===== src/rtl/gdrv_pkg.sv =====
package gdrv_pkg;

    typedef enum logic [3:0] {
        ST_OFF     = 4'd0,
        ST_HS_DLY  = 4'd1,
        ST_HS_ON   = 4'd2,
        ST_HS_FALL = 4'd3,
        ST_SENSE   = 4'd4,
        ST_LS_DLY  = 4'd5,
        ST_LS_ON   = 4'd6,
        ST_LS_FALL = 4'd7,
        ST_STALL   = 4'd8
    } seq_state_e;

    typedef enum logic [1:0] {
        CMD_PARK = 2'd0,
        CMD_HI   = 2'd1,
        CMD_LO   = 2'd2
    } pwm_cmd_e;

    function automatic int max2(input int a, input int b);
        return (a > b) ? a : b;
    endfunction

    function automatic logic hs_drives(input seq_state_e s);
        return (s == ST_HS_ON) || (s == ST_HS_FALL);
    endfunction

    function automatic logic ls_drives(input seq_state_e s);
        return (s == ST_LS_ON) || (s == ST_LS_FALL);
    endfunction

endpackage


===== src/rtl/gdrv_pwm_decode.sv =====
module gdrv_pwm_decode
    import gdrv_pkg::*;
#(
    parameter int TRI_HOLD = 60
) (
    input  logic     clk,
    input  logic     rst,
    input  logic     above_hi,
    input  logic     below_lo,
    input  logic     in_mid,
    output pwm_cmd_e cmd
);
    localparam int MW = $clog2(TRI_HOLD + 1);

    pwm_cmd_e       cmd_q;
    logic [MW-1:0]  mid_cnt;

    always_ff @(posedge clk) begin
        if (rst) begin
            cmd_q   <= CMD_PARK;
            mid_cnt <= '0;
        end else if (above_hi) begin
            cmd_q   <= CMD_HI;
            mid_cnt <= '0;
        end else if (below_lo) begin
            cmd_q   <= CMD_LO;
            mid_cnt <= '0;
        end else if (in_mid) begin
            if (mid_cnt == MW'(TRI_HOLD - 1)) begin
                cmd_q <= CMD_PARK;
            end else begin
                mid_cnt <= mid_cnt + MW'(1);
            end
        end else begin
            mid_cnt <= '0;
        end
    end

    assign cmd = cmd_q;
endmodule


===== src/rtl/gdrv_en_filter.sv =====
module gdrv_en_filter #(
    parameter int DIS_DLY = 5
) (
    input  logic clk,
    input  logic rst,
    input  logic dis_n,
    output logic en_ok
);
    localparam int DW = $clog2(DIS_DLY + 1);

    logic          en_q;
    logic [DW-1:0] cnt;

    always_ff @(posedge clk) begin
        if (rst) begin
            en_q <= 1'b0;
            cnt  <= '0;
        end else if (dis_n != en_q) begin
            if (cnt == DW'(DIS_DLY - 1)) begin
                en_q <= dis_n;
                cnt  <= '0;
            end else begin
                cnt <= cnt + DW'(1);
            end
        end else begin
            cnt <= '0;
        end
    end

    assign en_ok = en_q;
endmodule


===== src/rtl/gdrv_seq.sv =====
module gdrv_seq
    import gdrv_pkg::*;
#(
    parameter int HS_ON_DLY  = 4,
    parameter int HS_OFF_DLY = 5,
    parameter int LS_ON_DLY  = 5,
    parameter int LS_OFF_DLY = 3,
    parameter int MAX_WAIT   = 32,
    parameter int CNT_W      = 6
) (
    input  logic       clk,
    input  logic       rst,
    input  logic       go,
    input  pwm_cmd_e   cmd,
    input  logic       boot_uv,
    input  logic       sw_low,
    input  logic       hsg_low,
    input  logic       skip_n,
    output logic       gh_en,
    output logic       gl_en,
    output seq_state_e state
);
    seq_state_e       st, st_n;
    logic [CNT_W-1:0] cnt, cnt_n;
    logic             gh_q, gl_q;
    logic             hs_ok;

    assign hs_ok = (cmd == CMD_HI) && !boot_uv;

    always_comb begin
        st_n  = st;
        cnt_n = '0;
        if (!go) begin
            st_n = ST_OFF;
        end else begin
            unique case (st)
                ST_OFF: begin
                    if (hs_ok)               st_n = ST_HS_DLY;
                    else if (cmd == CMD_LO)  st_n = ST_LS_DLY;
                end
                ST_HS_DLY: begin
                    if (!hs_ok)                               st_n = ST_OFF;
                    else if (cnt == CNT_W'(HS_ON_DLY - 1))    st_n = ST_HS_ON;
                    else                                      cnt_n = cnt + CNT_W'(1);
                end
                ST_HS_ON: begin
                    if (cmd != CMD_HI) st_n = ST_HS_FALL;
                end
                ST_HS_FALL: begin
                    if (cmd == CMD_HI)                        st_n = ST_HS_ON;
                    else if (cnt == CNT_W'(HS_OFF_DLY - 1))   st_n = (cmd == CMD_LO) ? ST_SENSE : ST_OFF;
                    else                                      cnt_n = cnt + CNT_W'(1);
                end
                ST_SENSE: begin
                    if (cmd == CMD_HI)                        st_n = boot_uv ? ST_OFF : ST_HS_DLY;
                    else if (cmd == CMD_PARK)                 st_n = ST_OFF;
                    else if (sw_low || hsg_low)               st_n = ST_LS_DLY;
                    else if (cnt == CNT_W'(MAX_WAIT - 1))     st_n = ST_STALL;
                    else                                      cnt_n = cnt + CNT_W'(1);
                end
                ST_LS_DLY: begin
                    if (cmd == CMD_HI)                        st_n = boot_uv ? ST_OFF : ST_HS_DLY;
                    else if (cmd == CMD_PARK)                 st_n = ST_OFF;
                    else if (cnt == CNT_W'(LS_ON_DLY - 1))    st_n = ST_LS_ON;
                    else                                      cnt_n = cnt + CNT_W'(1);
                end
                ST_LS_ON: begin
                    if (cmd != CMD_LO) st_n = ST_LS_FALL;
                end
                ST_LS_FALL: begin
                    if (cmd == CMD_LO)                        st_n = ST_LS_ON;
                    else if (cnt == CNT_W'(LS_OFF_DLY - 1))   st_n = hs_ok ? ST_HS_DLY : ST_OFF;
                    else                                      cnt_n = cnt + CNT_W'(1);
                end
                ST_STALL: begin
                    if (hs_ok)                   st_n = ST_HS_DLY;
                    else if (cmd == CMD_PARK)    st_n = ST_OFF;
                end
                default: st_n = ST_OFF;
            endcase
        end
    end

    always_ff @(posedge clk) begin
        if (rst) begin
            st   <= ST_OFF;
            cnt  <= '0;
            gh_q <= 1'b0;
            gl_q <= 1'b0;
        end else begin
            st   <= st_n;
            cnt  <= cnt_n;
            gh_q <= hs_drives(st_n);
            gl_q <= ls_drives(st_n) && skip_n;
        end
    end

    assign gh_en = gh_q;
    assign gl_en = gl_q;
    assign state = st;
endmodule


===== src/rtl/gate_dt_ctrl.sv =====
module gate_dt_ctrl
    import gdrv_pkg::*;
#(
    parameter int HS_ON_DLY  = 4,
    parameter int HS_OFF_DLY = 5,
    parameter int LS_ON_DLY  = 5,
    parameter int LS_OFF_DLY = 3,
    parameter int TRI_HOLD   = 60,
    parameter int DIS_DLY    = 5,
    parameter int MAX_WAIT   = 32
) (
    input  logic       clk,
    input  logic       rst,
    input  logic       pwm_above_hi,
    input  logic       pwm_below_lo,
    input  logic       pwm_in_mid,
    input  logic       dis_n,
    input  logic       skip_n,
    input  logic       bias_uv,
    input  logic       boot_uv,
    input  logic       sw_low,
    input  logic       hsg_low,
    output logic       gh_en,
    output logic       gl_en,
    output logic [3:0] state_o,
    output logic       timeout_o
);
    localparam int MAX_DLY = max2(max2(max2(HS_ON_DLY, HS_OFF_DLY),
                                       max2(LS_ON_DLY, LS_OFF_DLY)), MAX_WAIT);
    localparam int CNT_W   = $clog2(MAX_DLY + 1);

    pwm_cmd_e   cmd;
    logic       en_ok;
    logic       go;
    seq_state_e st;

    gdrv_pwm_decode #(.TRI_HOLD(TRI_HOLD)) dec_i (
        .clk      (clk),
        .rst      (rst),
        .above_hi (pwm_above_hi),
        .below_lo (pwm_below_lo),
        .in_mid   (pwm_in_mid),
        .cmd      (cmd)
    );

    gdrv_en_filter #(.DIS_DLY(DIS_DLY)) enf_i (
        .clk   (clk),
        .rst   (rst),
        .dis_n (dis_n),
        .en_ok (en_ok)
    );

    assign go = en_ok && !bias_uv;

    gdrv_seq #(
        .HS_ON_DLY  (HS_ON_DLY),
        .HS_OFF_DLY (HS_OFF_DLY),
        .LS_ON_DLY  (LS_ON_DLY),
        .LS_OFF_DLY (LS_OFF_DLY),
        .MAX_WAIT   (MAX_WAIT),
        .CNT_W      (CNT_W)
    ) seq_i (
        .clk     (clk),
        .rst     (rst),
        .go      (go),
        .cmd     (cmd),
        .boot_uv (boot_uv),
        .sw_low  (sw_low),
        .hsg_low (hsg_low),
        .skip_n  (skip_n),
        .gh_en   (gh_en),
        .gl_en   (gl_en),
        .state   (st)
    );

    assign state_o   = st;
    assign timeout_o = (st == ST_STALL);
endmodule


===== config.mk =====
export PLATFORM = sky130hd
export DESIGN_NAME = gate_dt_ctrl
export DESIGN_NICKNAME = d
export VERILOG_FILES = /design/src/rtl/gdrv_pkg.sv /design/src/rtl/gdrv_pwm_decode.sv /design/src/rtl/gdrv_en_filter.sv /design/src/rtl/gdrv_seq.sv /design/src/rtl/gate_dt_ctrl.sv
export SDC_FILE = /design/constraint.sdc
export NUM_CORES = 1
export LEC_CHECK = 0
export BUFFER_PORTS_ARGS = -buffer_cell sky130_fd_sc_hd__buf_4
export CAP_MARGIN = 20
export CORE_ASPECT_RATIO = 0.6
export CORE_MARGIN = 1
export CORE_UTILIZATION = 48
export CTS_CLUSTER_DIAMETER = 30
export CTS_CLUSTER_SIZE = 16
export DETAILED_ROUTE_END_ITERATION = 7
export PLACE_DENSITY = 0.66
export SYNTH_ARGS = -nofsm -noshare
export SYNTH_HDL_FRONTEND = slang
export SYNTH_SLANG_ARGS = --single-unit

===== constraint.sdc =====
create_clock -name clk -period 2.85 [get_ports clk]
set_input_delay 0.4275 -clock clk [delete_from_list [all_inputs] [get_ports clk]]
set_output_delay 0.4275 -clock clk [all_outputs]
set_load 0.01 [all_outputs]

## Yosys cells after proc, flatten, opt, wreduce, memory -nomap -nowiden

Index checks and enable logic that the tools add are counted.

- Bits in registers: 24
- Bits in latches: 0
- Bits in writable memories: 0
- Memory bits (read-only): 0
- Input port bits: 11
- Output and inout port bits: 7
- Logic and storage cells: 100
- Memories kept: 0

- $add $sub $neg: 3
- Multiply operators: 0
- Divide/modulo/power cells: 0
- Magnitude comparators: 0
- Eq/ne operators: 23
- Shift-type cells: 0
- Muxes and demuxes: 41
- Bitwise gates (word level): 3
- Reduce and logical (&&, ||, !) cells: 21

Operators with widths:

| cell | count |
|---|---|
| $mux W4 | 20 |
| $mux W6 | 12 |
| $pmux W4 S9 | 1 |
| $pmux W6 S5 | 1 |
| $eq A4 B3 Y1 const B | 6 |
| $eq A4 B2 Y1 const B | 4 |
| $add A6 B1 Y6 const B | 2 |
| $eq A6 B2 Y1 const B | 2 |
| $eq A6 B3 Y1 const B | 1 |
| $eq A6 B5 Y1 const B | 1 |
| $eq A6 B6 Y1 const B | 1 |
| $mux W2 | 3 |
| $reduce_and A2 Y1 | 3 |
| $reduce_bool A3 Y1 | 2 |
| $eq A4 B1 Y1 const B | 1 |
| $eq A4 B4 Y1 const B | 1 |
| $logic_not A4 Y1 | 1 |
| $reduce_bool A2 Y1 | 2 |
| $reduce_or A2 Y1 | 2 |
| $reduce_or A4 Y1 | 1 |
| $add A3 B1 Y3 const B | 1 |
| $eq A3 B3 Y1 const B | 1 |
| $logic_and A1 B1 Y1 | 3 |
| $logic_or A1 B1 Y1 | 3 |
| other kinds (11) | 16 |

## Longest topological paths before layout

Gate-level depths: netlist of the first run.

- Word-level depth: 10
- Mapped depth: 7

## Cells and area by module

From an unflattened synthesis of the first run, not the netlist that was laid out.

- Cells, all modules: 171
- Area total of the unflattened synthesis: 1,491.4 µm²

Modules (own cells, without submodules):

| module | times used | cells an instance | area each (µm²) | sequential area each (µm²) |
|---|---|---|---|---|
| gdrv_seq | 1 | 113 | 925.9 | 240.2 |
| gdrv_pwm_decode | 1 | 38 | 354.1 | 160.2 |
| gdrv_en_filter | 1 | 18 | 190.2 | 80.1 |
| gate_dt_ctrl | 1 | 2 | 21.3 | 0.0 |

## Least setup slack after synthesis of the first run

No wires, ideal clock.

- Path kind: register -> register
- Start point: reg seq_i.cnt[3]
- End point: reg seq_i.gl_q (netlist: seq_i.gl_en)
- Arrival: 1.614 ns
- Data required time: 2.711 ns
- Path slack: 1.098 ns
- Cell stages (with the launch flop): 6
- Buffers on the path: 0
- Clock period less this slack: 1.752 ns
- Path through: dfxtp_1 > or3_4 > or3b_1 > a311oi_2 > a31o_1 > a211oi_1

- Cells in the longest elaborated chain, start to end: 10
- Elaborated cells on any way between the ends: 23
- Classes of those cells: eq/ne (6); mux (15); reduce/logical (2)

RTL lines:

| element | line | text |
|---|---|---|
| start, declared | gdrv_seq.sv:24 | `logic [CNT_W-1:0] cnt, cnt_n;` |
| start signal, assigned | gdrv_seq.sv:92 | `cnt <= cnt_n;` |
| $eq A6 B5 Y1 | gdrv_seq.sv:58 | `else if (cnt == CNT_W'(MAX_WAIT - 1)) st_n = ST_STALL;` |
| $mux W4 | gdrv_seq.sv:58 |  |
| $mux W4 | gdrv_seq.sv:57 | `else if (sw_low \|\| hsg_low) st_n = ST_LS_DLY;` |
| $mux W4 | gdrv_seq.sv:56 | `else if (cmd == CMD_PARK) st_n = ST_OFF;` |
| $mux W4 | gdrv_seq.sv:55 | `if (cmd == CMD_HI) st_n = boot_uv ? ST_OFF : ST_HS_DLY;` |
| $pmux W4 S9 (*) | gdrv_seq.sv:36 | `unique case (st)` |
| $mux W4 (*) | gdrv_seq.sv:33 | `if (!go) begin` |
| $eq A4 B3 Y1 | gdrv_pkg.sv:30 | `return (s == ST_LS_ON) \|\| (s == ST_LS_FALL);` |
| $logic_or A1 B1 Y1 (*) | gdrv_pkg.sv:30 |  |
| $logic_and A1 B1 Y1 (*) | gdrv_seq.sv:94 | `gl_q <= ls_drives(st_n) && skip_n;` |
| end signal, assigned | gdrv_seq.sv:94 |  |
| end, declared | gdrv_seq.sv:25 | `logic gh_q, gl_q;` |

Every way passes the cells marked *; elsewhere a longest branch is shown, timed or not.
A chain may end at the register's enable or synchronous reset.

## Final worst setup path of the first run

- Start point: reg seq_i.st[0] (netlist: seq_i.state[0])
- End point: reg seq_i.st[0] (netlist: seq_i.state[0])

- Cells in the longest elaborated chain, start to end: 6
- Elaborated cells on any way between the ends: 30
- Classes of those cells: eq/ne (8); mux (21); reduce/logical (1)

RTL lines:

| element | line | text |
|---|---|---|
| start, declared | gdrv_seq.sv:23 | `seq_state_e st, st_n;` |
| start signal, assigned | gdrv_seq.sv:91 | `st <= st_n;` |
| $mux W4 | gdrv_seq.sv:58 |  |
| $mux W4 | gdrv_seq.sv:57 |  |
| $mux W4 | gdrv_seq.sv:56 |  |
| $mux W4 | gdrv_seq.sv:55 |  |
| $pmux W4 S9 (*) | gdrv_seq.sv:36 |  |
| $mux W4 (*) | gdrv_seq.sv:33 |  |

Marked as above.

==> results_dict.tcl, run 1 <==
set metrics [dict create \
    setup_viol 0 \
    cts_buffers 3 \
    worstSetupPathType "flip-flop to flip-flop" \
    synth_cell_types 48 \
    tns_ps 0 \
    num_rows 14 \
    drt_iter0_drc 82 \
    postRouteAntennaNets 0 \
    synth_area_um2 1425 \
    cts_htree_levels 1 \
    synth_seq_area_share 0.3371 \
    timing.final.crit_period_ps 2049 \
    final_cell_mix "dfxtp_1, nor2_1, buf_4, inv_1, nand2_1" \
    p_leak_nw 0.6068 \
    syn_nets 186 \
    drc 0 \
    drv_slew 0 \
    cts.reportedPaths.clkPinSlew_ps 80 \
    multi_input_area_um2 863.3 \
    ctsResizeCount 0 \
    grt_start_max_net_pins 17 \
    die_h_um 44.21 \
    hold_viol_final 0 \
    cts_tree "yes" \
    cts_root_buffer "clkbuf_8" \
    worst_clock_skew_ps 2.212 \
    dieArea_um2 3198 \
    grt_pass1_vias 1093 \
    rsz0062_at_grt "false" \
    synth_ff_type "dfxtp_1" \
    power_mw 0.6095 \
    drt_wl_total_um 3130 \
    vias 1250 \
    clk_latency_ps 270 \
    critPathMaxFanout 15 \
    fin_area_um2 1614 \
    antenna_found_initial 0 \
    fin_crit_sh 0.7188 \
    tightest_slew_ps 626.6 \
    track_usage 0.2181 \
    overflow 0 \
    yosys_warnings 0 \
    dieWidth_um 72.35 \
    syn-instance-count 169 \
    routed_via_density 5.556 \
    p_per_area_nw_per_um2 377.7 \
    startpoint_type "flip-flop" \
    hold_class "primary input to flip-flop" \
    status "complete, no violations" \
    grt_pass1_wl_um 5188 \
    clock.fmax_ghz 0.4881 \
    io_pins 18 \
    ir_drop_mv 0.2336 \
    synthArstFlopShare 0 \
    gp_congestion 0.8970 \
    core_um2 2663 \
    ctsLongestPathBuffers 2 \
    wl_per_cell_um 13.91 \
    dpl_cell_area_um2 1559 \
    num_antenna_cells 0 \
    synth-seq-cells 24 \
    nFillCells 250 \
    endpoint_kind "flip-flop" \
    start_util 0.5352 \
    regArea_um2 480.5 \
    final_common_cell "dfxtp_1" \
    hold_buffers 0 \
    syn2layout_area_growth_pct 13.26 \
    cp.arrival_ps 2240 \
    cp.required_ps 3040 \
    post_cts_buffers 0 \
    dp.cells 221 \
    hpwlAfterDp_um 2449 \
    cts_sinks 24 \
    avgSynthCellArea_um2 8.433 \
    io_buffers 17 \
    layout-drive-gt1-share 0.1568 \
    drtPass1Iterations 4 \
    layoutNonFillerInstCount 225 \
    maxCapViolations 0 \
    final_nets 203 \
    synth_edf_count 0 \
    slew_headroom 0.5804 \
]
state kept, by name, indices dropped and copies added (netlist names):
| signal | cells |
|---|---|
| dec_i.mid_cnt | 6 |
| seq_i.cnt | 6 |
| seq_i.gl_en | 1 |
| enf_i.cnt | 3 |
| seq_i.gh_en | 1 |
| dec_i.cmd | 2 |
| enf_i.en_ok | 1 |
| seq_i.state | 4 |
cell type report:
type	instances	share of cell area
Inverter	10	0.02326
Multi-Input combinational cell	130	0.5349
Clock buffer	4	0.03411
Sequential cell	24	0.2977
Timing Repair Buffer	17	0.07907
Tap cell	40	0.03101
Yosys cell counts (all sizes together), types with 3 or more instances:
cell    number  share of area
xnor2        4          0.025
nand3        9          0.032
nor2        19          0.050
or3b         3          0.018
ha           6          0.053
nor3         9          0.032
o21ai        4          0.014
a21oi        7          0.025
nand2b       3          0.013
inv         10          0.026
nand2       10          0.026
and2         3          0.013
xor2         6          0.037
and3         5          0.023
clkbuf       3          0.015
nand4        3          0.013
nor2b        3          0.013
nor4         4          0.022
dfxtp       24           0.34
final timing paths:
kind,end,start,depth (start not counted),slack [ps]
setup reg to reg,seq_i.state[0]$_SDFF_PP0_,seq_i.state[0]$_SDFF_PP0_,5,800
hold reg to reg,seq_i.cnt[0]$_SDFF_PP0_,seq_i.cnt[0]$_SDFF_PP0_,1,490
setup / recovery,seq_i.state[0]$_SDFF_PP0_,seq_i.state[0]$_SDFF_PP0_,5,800
hold / removal,dec_i.cmd[1]$_SDFFE_PP0P_,pwm_above_hi,2,340
routing by layer:
layer	GRT usage	share of wire
met5	0	0
met4	0.05882	0.0073
met3	0.05467	0.055
met2	0.3065	0.37
met1	0.3282	0.56
cell families after synthesis:
group	Yosys count	share of synthesized area
flops	24	0.3371
buf+inv	15	0.05707
simple gates	83	0.3328
fa+ha+maj	6	0.05268
mux	2	0.01405
xor+xnor	10	0.06145
compound gates	29	0.1449
worst max-delay path, cell delays in order, from the launching register on:
cell	delay (ps)
dfxtp_1	620
or4b_1	550
a211oi_1	290
o21ai_0	150
and3_1	190
a21oi_1	160
power by group:
part,leakage (nW),internal (mW),switching (mW)
registers,0.194,0.338,0.00451
clock network,0.0288,0.123,0.106
logic,0.384,0.0196,0.0178
total,0.607,0.481,0.128
per-stage QoR:
| stage | utilization | worst slack (ps) | hold slack, ps |
|---|---|---|---|
| final | 0.6062 | 801.4 | 342.9 |
| after global routing | 0.6062 | 661.1 | 333.3 |
| after CTS | 0.6062 | 851.6 | 335.7 |
| after detailed placement | 0.5855 | 870.5 | 471.6 |
| after global placement | 0.5855 | 873.2 | 463.0 |
| after floorplan | - | 1098 | 441.4 |
No activity file was read; power rests on OpenSTA's default activity.
==> run 2: changes to the inputs <==
--- a/config.mk
+++ b/config.mk
@@ -5,6 +5,7 @@
 export SDC_FILE = /design/constraint.sdc
 export NUM_CORES = 1
 export LEC_CHECK = 0
+export ABC_AREA = 1
 export BUFFER_PORTS_ARGS = -buffer_cell sky130_fd_sc_hd__buf_4
 export CAP_MARGIN = 20
 export CORE_ASPECT_RATIO = 0.6
==> constraint.sdc (replaced) <==
create_clock -name clk -period 2.1 [get_ports clk]
set_input_delay 0.315 -clock clk [delete_from_list [all_inputs] [get_ports clk]]
set_output_delay 0.315 -clock clk [all_outputs]
set_load 0.01 [all_outputs]
==> run 2 against run 1 <==
Clock power rose by 77%. Worst setup slack got worse by 320 ps. Wire length up 5.9%. Design area up 9.8%. Via count up 19%. Worst hold slack got worse by 100 ps. Die area rose by 6.5%. Critical endpoint is now seq_i.gl_en$_SDFF_PP0_. Sequential cell count is the same. Combinational power up 61%. Sequential power grew 36%. Critical path type unchanged.
==> results_dict.tcl, run 2 <==
set metrics [dict create \
    core_um2 2947 \
    hpwlAfterDp_um 2625 \
    antenna_found_initial 0 \
    final_nets 278 \
    synth_top_family_by_area "simple AND/OR/NAND/NOR gates" \
    holdPathEnd "dec_i.cmd[0]$_SDFFE_PP0P_" \
    avgSynthCellArea_um2 6.366 \
    fin_crit_sh 0.7718 \
    synth_mux_area_frac 0 \
    drv_slew 0 \
    wl_per_cell_um 10.98 \
    clk_latency_ps 270 \
    grt_pass1_wl_um 5609 \
    reg2regPathDepth 8 \
    timing.final.crit_period_ps 1621 \
    synth_edf_count 0 \
    hold_viol_final 0 \
    cts.reportedPaths.clkPinSlew_ps 80 \
    final_common_cell "nand2_1" \
    layout-drive-gt1-share 0.1462 \
    postRouteAntennaNets 0 \
    synthAdderAreaFrac 0.04934 \
    nFillCells 287 \
    synth_area_leaders "dfxtp_1, nand2_1, nor2_1, inv_1, nand3_1" \
    slew_headroom 0.7816 \
    r2r-start "seq_i.cnt[1]$_SDFF_PP0_" \
    setup_viol 0 \
    ir_drop_mv 0.3057 \
    cts_root_buffer "clkbuf_8" \
    maxCapViolations 0 \
    drt_wl_total_um 3315 \
    yosys.area_share.simple 0.3832 \
    yosysMostFrequentCell "nand2_1" \
    yosysTopAreaCellShare 0.3158 \
    r2r_end "seq_i.gl_en$_SDFF_PP0_" \
    ctsLongestPathBuffers 2 \
    synth_xor_area_frac 0.02878 \
    num_antenna_cells 0 \
    synth_common_cells "nand2_1, nor2_1, inv_1, dfxtp_1, nand3_1" \
    startpoint_type "flip-flop" \
    dieWidth_um 74.69 \
    p_leak_nw 0.8357 \
    grt_pass1_vias 1236 \
    start_util 0.5163 \
    critPathMaxFanout 4 \
    drc 0 \
    gp_congestion 0.9344 \
    syn2layout_area_growth_pct 16.53 \
    synth_seq_area_share 0.3158 \
    clock.fmax_ghz 0.6170 \
    syn-instance-count 239 \
    synth-compound-area-share 0.1118 \
    worst_clock_skew_ps 5.417 \
    status "complete, no violations" \
    synthArstFlopShare 0 \
    synth_area_um2 1521 \
    tightest_slew_ps 327.1 \
    worstSetupPathType "flip-flop to flip-flop" \
    hold_buffers 0 \
    hold_class "primary input to flip-flop" \
    overflow 0 \
    synth_ff_type "dfxtp_1" \
    vias 1487 \
    dieArea_um2 3406 \
    io_buffers 17 \
    track_usage 0.2230 \
    yosys_warnings 0 \
    drt_iter0_drc 111 \
    hold_path_depth 2 \
    yosysTopAreaCell "dfxtp_1" \
    rsz0062_at_grt "false" \
    cts_sinks 24 \
    endpoint_kind "flip-flop" \
    hp-start "rst" \
    die_h_um 45.61 \
    p_per_area_nw_per_um2 525.5 \
    io_pins 18 \
    synth-seq-cells 24 \
    grt_start_max_net_pins 15 \
    power_mw 0.9317 \
    ctsResizeCount 0 \
    num_rows 15 \
    tns_ps 0 \
    r2r_slack_ps 480 \
    synth_cell_types 28 \
    post_cts_buffers 0 \
    cp.required_ps 2270 \
    cts_tree "yes" \
    drtPass1Iterations 5 \
    cts_htree_levels 1 \
    routed_via_density 4.924 \
    cp.arrival_ps 1790 \
    syn_nets 256 \
    cts_buffers 3 \
    final_cell_mix "nand2_1, nor2_1, inv_1, dfxtp_1, buf_4" \
]
-- run 2: cell types whose count changed after synthesis, sizes merged, moves of 4 or more --
| cell | previous run | this run |
|---|---|---|
| and3 | 5 | 0 |
| o21ai | 4 | 12 |
| nor3 | 9 | 4 |
| nor2 | 19 | 48 |
| nor4 | 4 | 0 |
| nand2 | 10 | 54 |
| inv | 10 | 45 |
| a21oi | 7 | 13 |
| nand3 | 9 | 17 |
-- run 2: kinds of logic after synthesis --
family / count (synthesis)
compound gates: 30
xor+xnor: 5
fa+ha+maj: 6
buf+inv: 45
flops: 24
simple gates: 129
-- run 2: worst max-delay path, stage by stage, from the launching register on --
cell and delay [ps]:
dfxtp_1 400, ha_1 250, nand3_1 130, nor2_1 240, o21ai_0 120, nand2_1 70
nand4_1 150, nand2_1 120, nor2_1 50
-- run 2: where the power goes --
part | switching [mW] | leakage [nW] | internal [mW] | total (mW)
Combinational | 0.0338 | 0.606 | 0.0266 | 0.0604
Clock | 0.151 | 0.0357 | 0.255 | 0.406
Sequential | 0.00592 | 0.194 | 0.460 | 0.465
-- run 2: worst max-delay path by stage --
stage / depth (start not counted) / end / startpoint / slack [ps]
finish: 8 / seq_i.gl_en$_SDFF_PP0_ / seq_i.cnt[1]$_SDFF_PP0_ / 480
global placement: 10 / seq_i.gl_en$_SDFF_PP0_ / seq_i.cnt[0]$_SDFF_PP0_ / 530
floorplan: 10 / seq_i.gl_en$_SDFF_PP0_ / seq_i.cnt[0]$_SDFF_PP0_ / 810
CTS: 4 / timeout_o / seq_i.state[0]$_SDFF_PP0_ / 530
detailed placement: 8 / seq_i.gl_en$_SDFF_PP0_ / seq_i.cnt[1]$_SDFF_PP0_ / 550
global route: 8 / seq_i.gl_en$_SDFF_PP0_ / seq_i.cnt[1]$_SDFF_PP0_ / 330
-- run 2: routing by layer --
layer / GRT usage / up-vias / wire [µm]
met5: 0 / - / 0
met4: 0.03396 / 0 / 19
met3: 0.07522 / 6 / 285
met2: 0.2865 / 67 / 1223
met1: 0.3528 / 629 / 1787
li1: - / 785 / -
-- run 2: stage by stage --
stage               hold slack [ps]  setup WS [ps]  utilization  std cells  cell area [µm²]
floorplan                     384.1          808.0            -        239             1521
detailed placement            440.0          548.0       0.5775        298             1702
CTS                           230.6          526.9       0.6017        302             1773
global placement              434.8          532.9       0.5775        298             1702
finish                        239.0          479.2       0.6017        302             1773
global route                  225.6          326.1       0.6017        302             1773
-- run 2: area by class of cell --
cell class | instances | area (µm²) | share of cell area
multi-input combinational | 170 | 872.1 | 0.4919
clock inverter | 1 | 30.03 | 0.01694
tap | 42 | 52.55 | 0.02964
inverter | 45 | 168.9 | 0.09527
clock buffer | 3 | 41.29 | 0.02329
timing repair buffer | 17 | 127.6 | 0.07198
sequential | 24 | 480.5 | 0.2710
